## config.mk

```make
export PLATFORM = sky130hd
export DESIGN_NAME = mesh_route_switch
export DESIGN_NICKNAME = d
export VERILOG_FILES = /design/src/rtl/mesh_route_pkg.sv /design/src/rtl/route_cfg_regs.sv /design/src/rtl/route_xpoint.sv /design/src/rtl/route_out_stage.sv /design/src/rtl/mesh_route_switch.sv
export SDC_FILE = /design/constraint.sdc
export NUM_CORES = 1
export LEC_CHECK = 0
export ABC_CLOCK_PERIOD_IN_PS = 1900
export BUFFER_PORTS_ARGS = -buffer_cell sky130_fd_sc_hd__buf_2
export CELL_PAD_IN_SITES_DETAIL_PLACEMENT = 2
export CELL_PAD_IN_SITES_GLOBAL_PLACEMENT = 2
export CORE_MARGIN = 3
export CORE_UTILIZATION = 32
export DETAILED_ROUTE_END_ITERATION = 16
export PLACE_DENSITY_LB_ADDON = 0.05
export SLEW_MARGIN = 25
export SYNTH_ARGS = -nofsm -noshare
export SYNTH_HDL_FRONTEND = slang
export SYNTH_SLANG_ARGS = --single-unit
```

## constraint.sdc

```tcl
create_clock -name clk -period 1.9 [get_ports clk]
set_input_delay 0 -clock clk [delete_from_list [all_inputs] [get_ports clk]]
set_output_delay 0 -clock clk [all_outputs]
set_load 0.03 [all_outputs]
```

## src/rtl/mesh_route_pkg.sv

```systemverilog
package mesh_route_pkg;
    localparam int LINK_W = 8;
    localparam int NPORTS = 5;
    localparam int SEL_W  = 3;
    localparam int CFG_W  = SEL_W + 1;
    localparam int BUS_W  = NPORTS * LINK_W;

    typedef enum logic [SEL_W-1:0] {
        PORT_N = 3'd0,
        PORT_S = 3'd1,
        PORT_E = 3'd2,
        PORT_W = 3'd3,
        PORT_L = 3'd4
    } port_e;

    typedef struct packed {
        logic             en;
        logic [SEL_W-1:0] src;
    } route_cfg_t;

    function automatic logic cfg_usable(route_cfg_t c);
        return c.en && (int'(c.src) < NPORTS);
    endfunction
endpackage

```

## src/rtl/route_cfg_regs.sv

```systemverilog
module route_cfg_regs
    import mesh_route_pkg::*;
#(
    parameter int NP = NPORTS
) (
    input  logic                 clk,
    input  logic                 rst,
    input  logic                 we,
    input  logic [SEL_W-1:0]     port,
    input  logic [CFG_W-1:0]     val,
    output route_cfg_t [NP-1:0]  cfg_q
);
    for (genvar p = 0; p < NP; p++) begin : g_entry
        always_ff @(posedge clk) begin
            if (rst)
                cfg_q[p] <= '0;
            else if (we && port == SEL_W'(p))
                cfg_q[p] <= route_cfg_t'(val);
        end

        // an addressed write lands at the next edge
        a_r3_write_lands: assert property (@(posedge clk) disable iff (rst)
            (we && port == SEL_W'(p)) |=> (cfg_q[p] == route_cfg_t'($past(val))));
    end

    // writes to a nonexistent port leave the table untouched
    a_r8_bad_port_ignored: assert property (@(posedge clk) disable iff (rst)
        (we && int'(port) >= NP) |=> $stable(cfg_q));

    // no write means no entry change
    a_r10_table_holds: assert property (@(posedge clk) disable iff (rst)
        !we |=> $stable(cfg_q));
endmodule

```

## src/rtl/route_xpoint.sv

```systemverilog
module route_xpoint
    import mesh_route_pkg::*;
#(
    parameter int NP = NPORTS,
    parameter int W  = LINK_W
) (
    input  logic [NP*W-1:0] in_bus,
    input  route_cfg_t      cfg,
    output logic [W-1:0]    sel_data,
    output logic            sel_ok
);
    logic [NP-1:0] xp_en;

    for (genvar i = 0; i < NP; i++) begin : g_en
        assign xp_en[i] = cfg.en && (cfg.src == SEL_W'(i));
    end

    always_comb begin
        sel_data = '0;
        for (int i = 0; i < NP; i++)
            sel_data = sel_data | (in_bus[i*W +: W] & {W{xp_en[i]}});
        sel_ok = |xp_en;
    end

    // at most one crosspoint on a given output is closed
    always_comb begin
        a_r2_single_source: assert ($onehot0(xp_en));
    end
endmodule

```

## src/rtl/route_out_stage.sv

```systemverilog
module route_out_stage
    import mesh_route_pkg::*;
#(
    parameter int W = LINK_W
) (
    input  logic         clk,
    input  logic         rst,
    input  logic [W-1:0] d,
    input  logic         ok,
    output logic [W-1:0] q,
    output logic         vld
);
    always_ff @(posedge clk) begin
        if (rst) begin
            q   <= '0;
            vld <= 1'b0;
        end else begin
            q   <= ok ? d : '0;
            vld <= ok;
        end
    end

    // an idle output carries zeros
    a_r6_idle_is_zero: assert property (@(posedge clk) disable iff (rst)
        !vld |-> (q == '0));
endmodule

```

## src/rtl/mesh_route_switch.sv

```systemverilog
module mesh_route_switch
    import mesh_route_pkg::*;
(
    input  logic             clk,
    input  logic             rst,
    input  logic             cfg_we,
    input  logic [2:0]       cfg_port,
    input  logic [3:0]       cfg_val,
    input  logic [39:0]      in_bus,
    output logic [39:0]      out_bus,
    output logic [4:0]       out_vld
);
    route_cfg_t [NPORTS-1:0] cfg_q;
    logic [LINK_W-1:0]       in_words [NPORTS];

    route_cfg_regs #(.NP(NPORTS)) u_cfg (
        .clk  (clk),
        .rst  (rst),
        .we   (cfg_we),
        .port (cfg_port),
        .val  (cfg_val),
        .cfg_q(cfg_q)
    );

    for (genvar p = 0; p < NPORTS; p++) begin : g_port
        logic [LINK_W-1:0] xp_data;
        logic              xp_ok;

        assign in_words[p] = in_bus[p*LINK_W +: LINK_W];

        route_xpoint #(.NP(NPORTS), .W(LINK_W)) u_xp (
            .in_bus  (in_bus),
            .cfg     (cfg_q[p]),
            .sel_data(xp_data),
            .sel_ok  (xp_ok)
        );

        route_out_stage #(.W(LINK_W)) u_out (
            .clk(clk),
            .rst(rst),
            .d  (xp_data),
            .ok (xp_ok),
            .q  (out_bus[p*LINK_W +: LINK_W]),
            .vld(out_vld[p])
        );

        // a usable entry forwards the chosen input after one clock
        a_r2_one_hop: assert property (@(posedge clk) disable iff (rst)
            cfg_usable(cfg_q[p]) |=>
                (out_vld[p] && out_bus[p*LINK_W +: LINK_W] == $past(in_words[cfg_q[p].src])));

        // an out-of-range source never raises valid
        a_r7_bad_src_idle: assert property (@(posedge clk) disable iff (rst)
            !cfg_usable(cfg_q[p]) |=> !out_vld[p]);
    end
endmodule

```

==> Word-level counts from Yosys, hierarchy flattened <==
Cells that the tools add are included.
{ "word_totals": {"regBits": 65, "inputBits": 50, "output_inout_bits": 45} }
{ "op_classes": {"eq_ne": 24, "bitwise": 50, "reduce_logical": 46} }
{ "ops": {"columns": ["operator", "count"], "rows": [
  ["bitwise AND 8 bit", 25],
  ["bitwise OR 8 bit", 20],
  ["== test 3 x 2 -> 1 bit (second input constant)", 12],
  ["logical AND 1 bit", 30],
  ["OR reduction 5 bit", 5],
  ["== test 3 x 1 -> 1 bit (second input constant)", 6],
  ["== test 3 bit (second input constant)", 6],
  ["logical NOT 3 bit", 6],
  ["OR reduction 2 bit", 5],
  ["inverter 1 bit", 5]
]} }

==> Depth between registers and ports, before layout <==
{ "depth": {"word_depth": 7, "ltp_mapped": 5, "ltp_nobuf": 3} }

==> Modules after synthesis <==
A second synthesis with hierarchy kept.
{ "hier_totals": {"cells_unflattened": 404, "hier_area_um2": 4042.6} }
{ "modules_own_cells": {"columns": ["module", "instances", "cells_each", "area_per_inst_um2", "seq_area_each_um2"], "rows": [
  ["route_xpoint", 5, 48, 384.1, 0.0],
  ["route_out_stage", 5, 18, 256.5, 180.2],
  ["route_cfg_regs", 1, 74, 839.6, 400.4]
]} }

==> Worst setup path after synthesis <==
OpenSTA, ideal clock, no wires.
{ "synth_path": {"path_kind": "register to register", "start": "register u_cfg.cfg_q[16] (netlist name)", "end": "register g_port[4].u_out.q[0]", "setup_time_ps": 129, "t_arrival_ps": 1208, "t_required_ps": 1771, "slack_ps": 562, "path_stages_with_launch": 5, "path_buffers": 1, "period_less_slack_ps": 1338, "path_cell_list": "dfxtp_1 -> clkbuf_1 -> mux2_2 -> a22oi_1 -> a21oi_1"} }
{ "synth_via": {"elab_chain_len": 7, "word_cells_on_any_way": 22, "cone_classes": "4 x eq/ne; 10 x bitwise; 8 x reduce/logical"} }
{ "synth_rtl": {"columns": ["item", "line", "rtl"], "rows": [
  ["== test 3 x 1 -> 1 bit or logical NOT 3 bit (tied branches)", "route_xpoint.sv:15", "assign xp_en[i] = cfg.en && (cfg.src == SEL_W'(i));"],
  ["logical AND 1 bit", "route_xpoint.sv:15", null],
  ["bitwise AND 8 bit", "route_xpoint.sv:21", "sel_data = sel_data | (in_bus[i*W +: W] & {W{xp_en[i]}});"],
  ["bitwise OR 8 bit (4 in a row)", "route_xpoint.sv:21", null],
  ["end signal, assigned", "route_out_stage.sv:18", "q <= ok ? d : '0;"],
  ["end, declared", "route_out_stage.sv:10", "output logic [W-1:0] q,"]
]} }
Parallel ways exist; a longest one is shown, timed or not.
A chain may end at the register's enable or synchronous reset.

==> Final worst setup path <==
{ "layout_path": {"start": "register u_cfg.cfg_q[0] (netlist name)", "end": "register g_port[0].u_out.q[6]"} }
{ "layout_via": {"elab_chain_len": 7, "word_cells_on_any_way": 22, "cone_classes": "4 x eq/ne; 10 x bitwise; 8 x reduce/logical"} }
{ "layout_rtl": {"columns": ["item", "line"], "rows": [
  ["== test 3 x 1 -> 1 bit or logical NOT 3 bit (tied branches)", "route_xpoint.sv:15"],
  ["logical AND 1 bit", "route_xpoint.sv:15"],
  ["bitwise AND 8 bit", "route_xpoint.sv:21"],
  ["bitwise OR 8 bit (4 in a row)", "route_xpoint.sv:21"],
  ["end signal, assigned", "route_out_stage.sv:18"],
  ["end, declared", "route_out_stage.sv:10"]
]} }
Parallel ways exist; a longest one is shown, timed or not.

==> flow_summary.json <==
{
  "worst_slack_ns": 0.204,
  "maxCapViolations": 0,
  "cp_top_family": "compound AO/OA/AOI/OAI gates",
  "route.vias.total": 3701,
  "skew_ns": 0.00876,
  "hp-start": "cfg_val[3]",
  "yosysTopAreaCellShare": 0.342,
  "grt_max_degree": 19,
  "intPower_uw": 2490,
  "layout_commonest_cell": "buf_2",
  "final_util": 0.412,
  "grt_overflow_total": 0,
  "initial_core_util": 0.330,
  "cts-root-buf": "clkbuf_16",
  "period_needed_ns": 1.70,
  "boundaryPins": 95,
  "synth_area_per_cell_sq_um": 9.56,
  "yosys.area.top_type": "dfxtp_1",
  "worst_slew_pin_slew_ns": 0.751,
  "synth_cells": 398,
  "ys_top_cells_by_area": "dfxtp_1 (34%), and3b_1 (9.7%), mux2_2 (7.7%), a22oi_1 (7.5%), mux2i_1 (7.4%)",
  "wire_per_inst_um": 23.4,
  "clockBufferDepth": 2,
  "port-buffer-count": 94,
  "hold_class": "in2reg",
  "rr_worst_depth": 3,
  "ys_warn_count": 0,
  "critical_path.max_fanout": 8,
  "drt-total-wl_mm": 14.9,
  "swShare": 0.252,
  "antenna_found_initial": 0,
  "fp.dieW_um": 115,
  "finalHoldViolations": 0,
  "grt_pass1_vias": 3839,
  "syn_area_sq_um": 3800,
  "grt_pass1_wl_mm": 22.8,
  "power-per-cell-area_nw_per_um2": 701,
  "drt_iter0_markers": 184,
  "core.rowCount": 39,
  "nets": 541,
  "layout-drive-gt1-share": 0.349,
  "final_cell_mix": "buf_2 (94), dfxtp_1 (65), and3b_1 (42), a22oi_1 (38), mux2i_1 (28)",
  "clock_latency_ns": 0.35,
  "finalSetupViolations": 0,
  "dp_slack_ns": 0.185,
  "reg2reg_from": "u_cfg.cfg_q[0]$_SDFFE_PP0P_",
  "r2r_slack_ns": 0.20,
  "dr.pass1.iters": 4,
  "routed_via_density": 5.80,
  "synth.distinct_cells": 34,
  "leakagePower_uw": 0.00196,
  "path_cells": "and3b_1 > a22oi_1 > a2111oi_2",
  "rsz0062_at_grt": "no",
  "syn-num-nets": 448,
  "cp_slowest_cell": "dfxtp_1",
  "core_sq_um": 11500,
  "dpl.hpwl_mm": 11.3,
  "clk_pin_slew_ns": 0.05,
  "crit_required_ns": 2.11,
  "yosysSeqAreaShare": 0.342,
  "hold_end": "u_cfg.cfg_q[15]$_SDFFE_PP0P_",
  "p_switching_uw": 838,
  "ir_worst_vdd_mv": 0.376,
  "areaGrowthSynthToFinish_pct": 24.9,
  "status": "complete, no violations",
  "gp_congestion": 0.819,
  "place_inst": 622,
  "numCtsBuffers": 9,
  "relSlewSlack": 0.499,
  "slew_viol_final": 0,
  "pwr-share-comb": 0.099,
  "clkPwrFrac": 0.480,
  "path_buf_inv": 0,
  "critical_path.max_stage_delay_ns": 0.53,
  "n_antenna_cell": 0,
  "cp.arrival_ns": 1.91,
  "final_antenna_net_count": 0,
  "clkSinkCount": 65,
  "dieArea_sq_um": 13200,
  "setup.worst_path.start_class": "flip-flop",
  "cts_tree": "done",
  "reg2reg_to": "g_port[0].u_out.q[6]$_SDFF_PP0_",
  "end_kind": "flip-flop",
  "grt_use_total": 0.228,
  "finalCritPeriodShare": 0.893,
  "die_height_um": 115,
  "stdcell_count": 638,
  "worst-setup-path-type": "reg2reg",
  "setup-tns-final_ns": 0,
  "fmax_mhz": 590,
  "seqPwrFrac": 0.421,
  "post-route-drc-count": 0,
  "h-tree-depth": 3,
  "min_path_cells": 3,
  "synth_seq_cells": 65
}
-- cells in the mapped netlist (all sizes together) --
cell type,instances
dfxtp,65
and3b,42
a22oi,38
mux2,32
mux2i,28
nand3,26
o21ai,23
clkbuf,21
nor2,20
a21oi,19
buf,14
a31oi,13
a2bb2oi,8
nor3b,8
a2111oi,7
nor4bb,7
nand3b,6
inv,5
and4b,4
nor2b,4
a211o,1
a21boi,1
a32oi,1
nand4b,1
nor3,1
nor4b,1
o21a,1
or3b,1
-- how the worst max path moves through the flow --
| stage | startpoint | end | depth (start not counted) |
|---|---|---|---|
| 6_report | u_cfg.cfg_q[0]$_SDFFE_PP0P_ | g_port[0].u_out.q[6]$_SDFF_PP0_ | 3 |
| 5_1_grt | u_cfg.cfg_q[0]$_SDFFE_PP0P_ | g_port[0].u_out.q[6]$_SDFF_PP0_ | 3 |
| 4_1_cts | u_cfg.cfg_q[3]$_SDFFE_PP0P_ | g_port[0].u_out.q[6]$_SDFF_PP0_ | 3 |
| 3_5_place_dp | u_cfg.cfg_q[3]$_SDFFE_PP0P_ | g_port[0].u_out.q[6]$_SDFF_PP0_ | 3 |
| 3_3_place_gp | u_cfg.cfg_q[0]$_SDFFE_PP0P_ | g_port[0].u_out.q[6]$_SDFF_PP0_ | 3 |
| 2_1_floorplan | u_cfg.cfg_q[16]$_SDFFE_PP0P_ | g_port[4].u_out.q[0]$_SDFF_PP0_ | 4 |
-- worst reg2reg max path, cell delays in order (launching register included) --
cell and delay, ns:
dfxtp_1 0.53, and3b_1 0.43, a22oi_1 0.16, a2111oi_2 0.44
-- through the flow --
| stage | power [uW] | area (sq um) | hold slack [ns] |
|---|---|---|---|
| 2_1_floorplan | 1570 | 3800 | 0.0850 |
| 3_3_place_gp | 1750 | 4440 | 0.340 |
| 3_5_place_dp | 1750 | 4440 | 0.357 |
| 4_1_cts | 3370 | 4730 | 0.00295 |
| 5_1_grt | 3470 | 4750 | 0.0130 |
| 6_report | 3330 | 4750 | 0.00120 |
-- cells by family after synthesis --
family,Yosys count,synth area share
mux,60,0.174
simple gates,121,0.234
compound gates,112,0.198
buf+inv,40,0.0516
flops,65,0.342
-- layout make-up --
| cell class | count | area (sq um) |
|---|---|---|
| multi-input cells | 293 | 2320 |
| fillers | 1304 | 6770 |
| flip-flops and latches | 65 | 1300 |
| well taps | 143 | 179 |
| clock buffers | 12 | 267 |
| clock inverters | 3 | 15.0 |
| inverters | 5 | 18.8 |
| repair buffers | 117 | 646 |
-- registers in the layout (all words and copies together) (netlist names) --
| name | count |
|---|---|
| u_cfg.cfg_q | 20 |
| g_port.u_out.q | 40 |
| g_port.u_out.vld | 5 |
-- layer usage --
| layer | vias up | wire length, um | part of all wire | track usage |
|---|---|---|---|---|
| met5 | - | 0 | 0 | 0 |
| li1 | 1718 | - | - | - |
| met3 | 21 | 630 | 0.042 | 0.0458 |
| met1 | 1860 | 6840 | 0.46 | 0.295 |
| met4 | 0 | 237 | 0.016 | 0.0642 |
| met2 | 102 | 7230 | 0.48 | 0.386 |
-- power by group through the flow --
| stage | registers [uW] | logic, uW | clock network (uW) |
|---|---|---|---|
| finish | 1400 | 331 | 1600 |
| global route | 1400 | 352 | 1710 |
| CTS | 1400 | 329 | 1640 |
| detailed placement | 1430 | 325 | 0 |
| global placement | 1430 | 320 | 0 |
| floorplan | 1410 | 155 | 0 |
-- repair_timing --
item	4_1_cts	5_1_grt
gates resized for setup	0	3
endpoints found under the setup margin	0	2
hold endpoints to repair	1	0
setup buffers	0	0
hold buffers	1	0
Power figures use the tool's default switching activity.
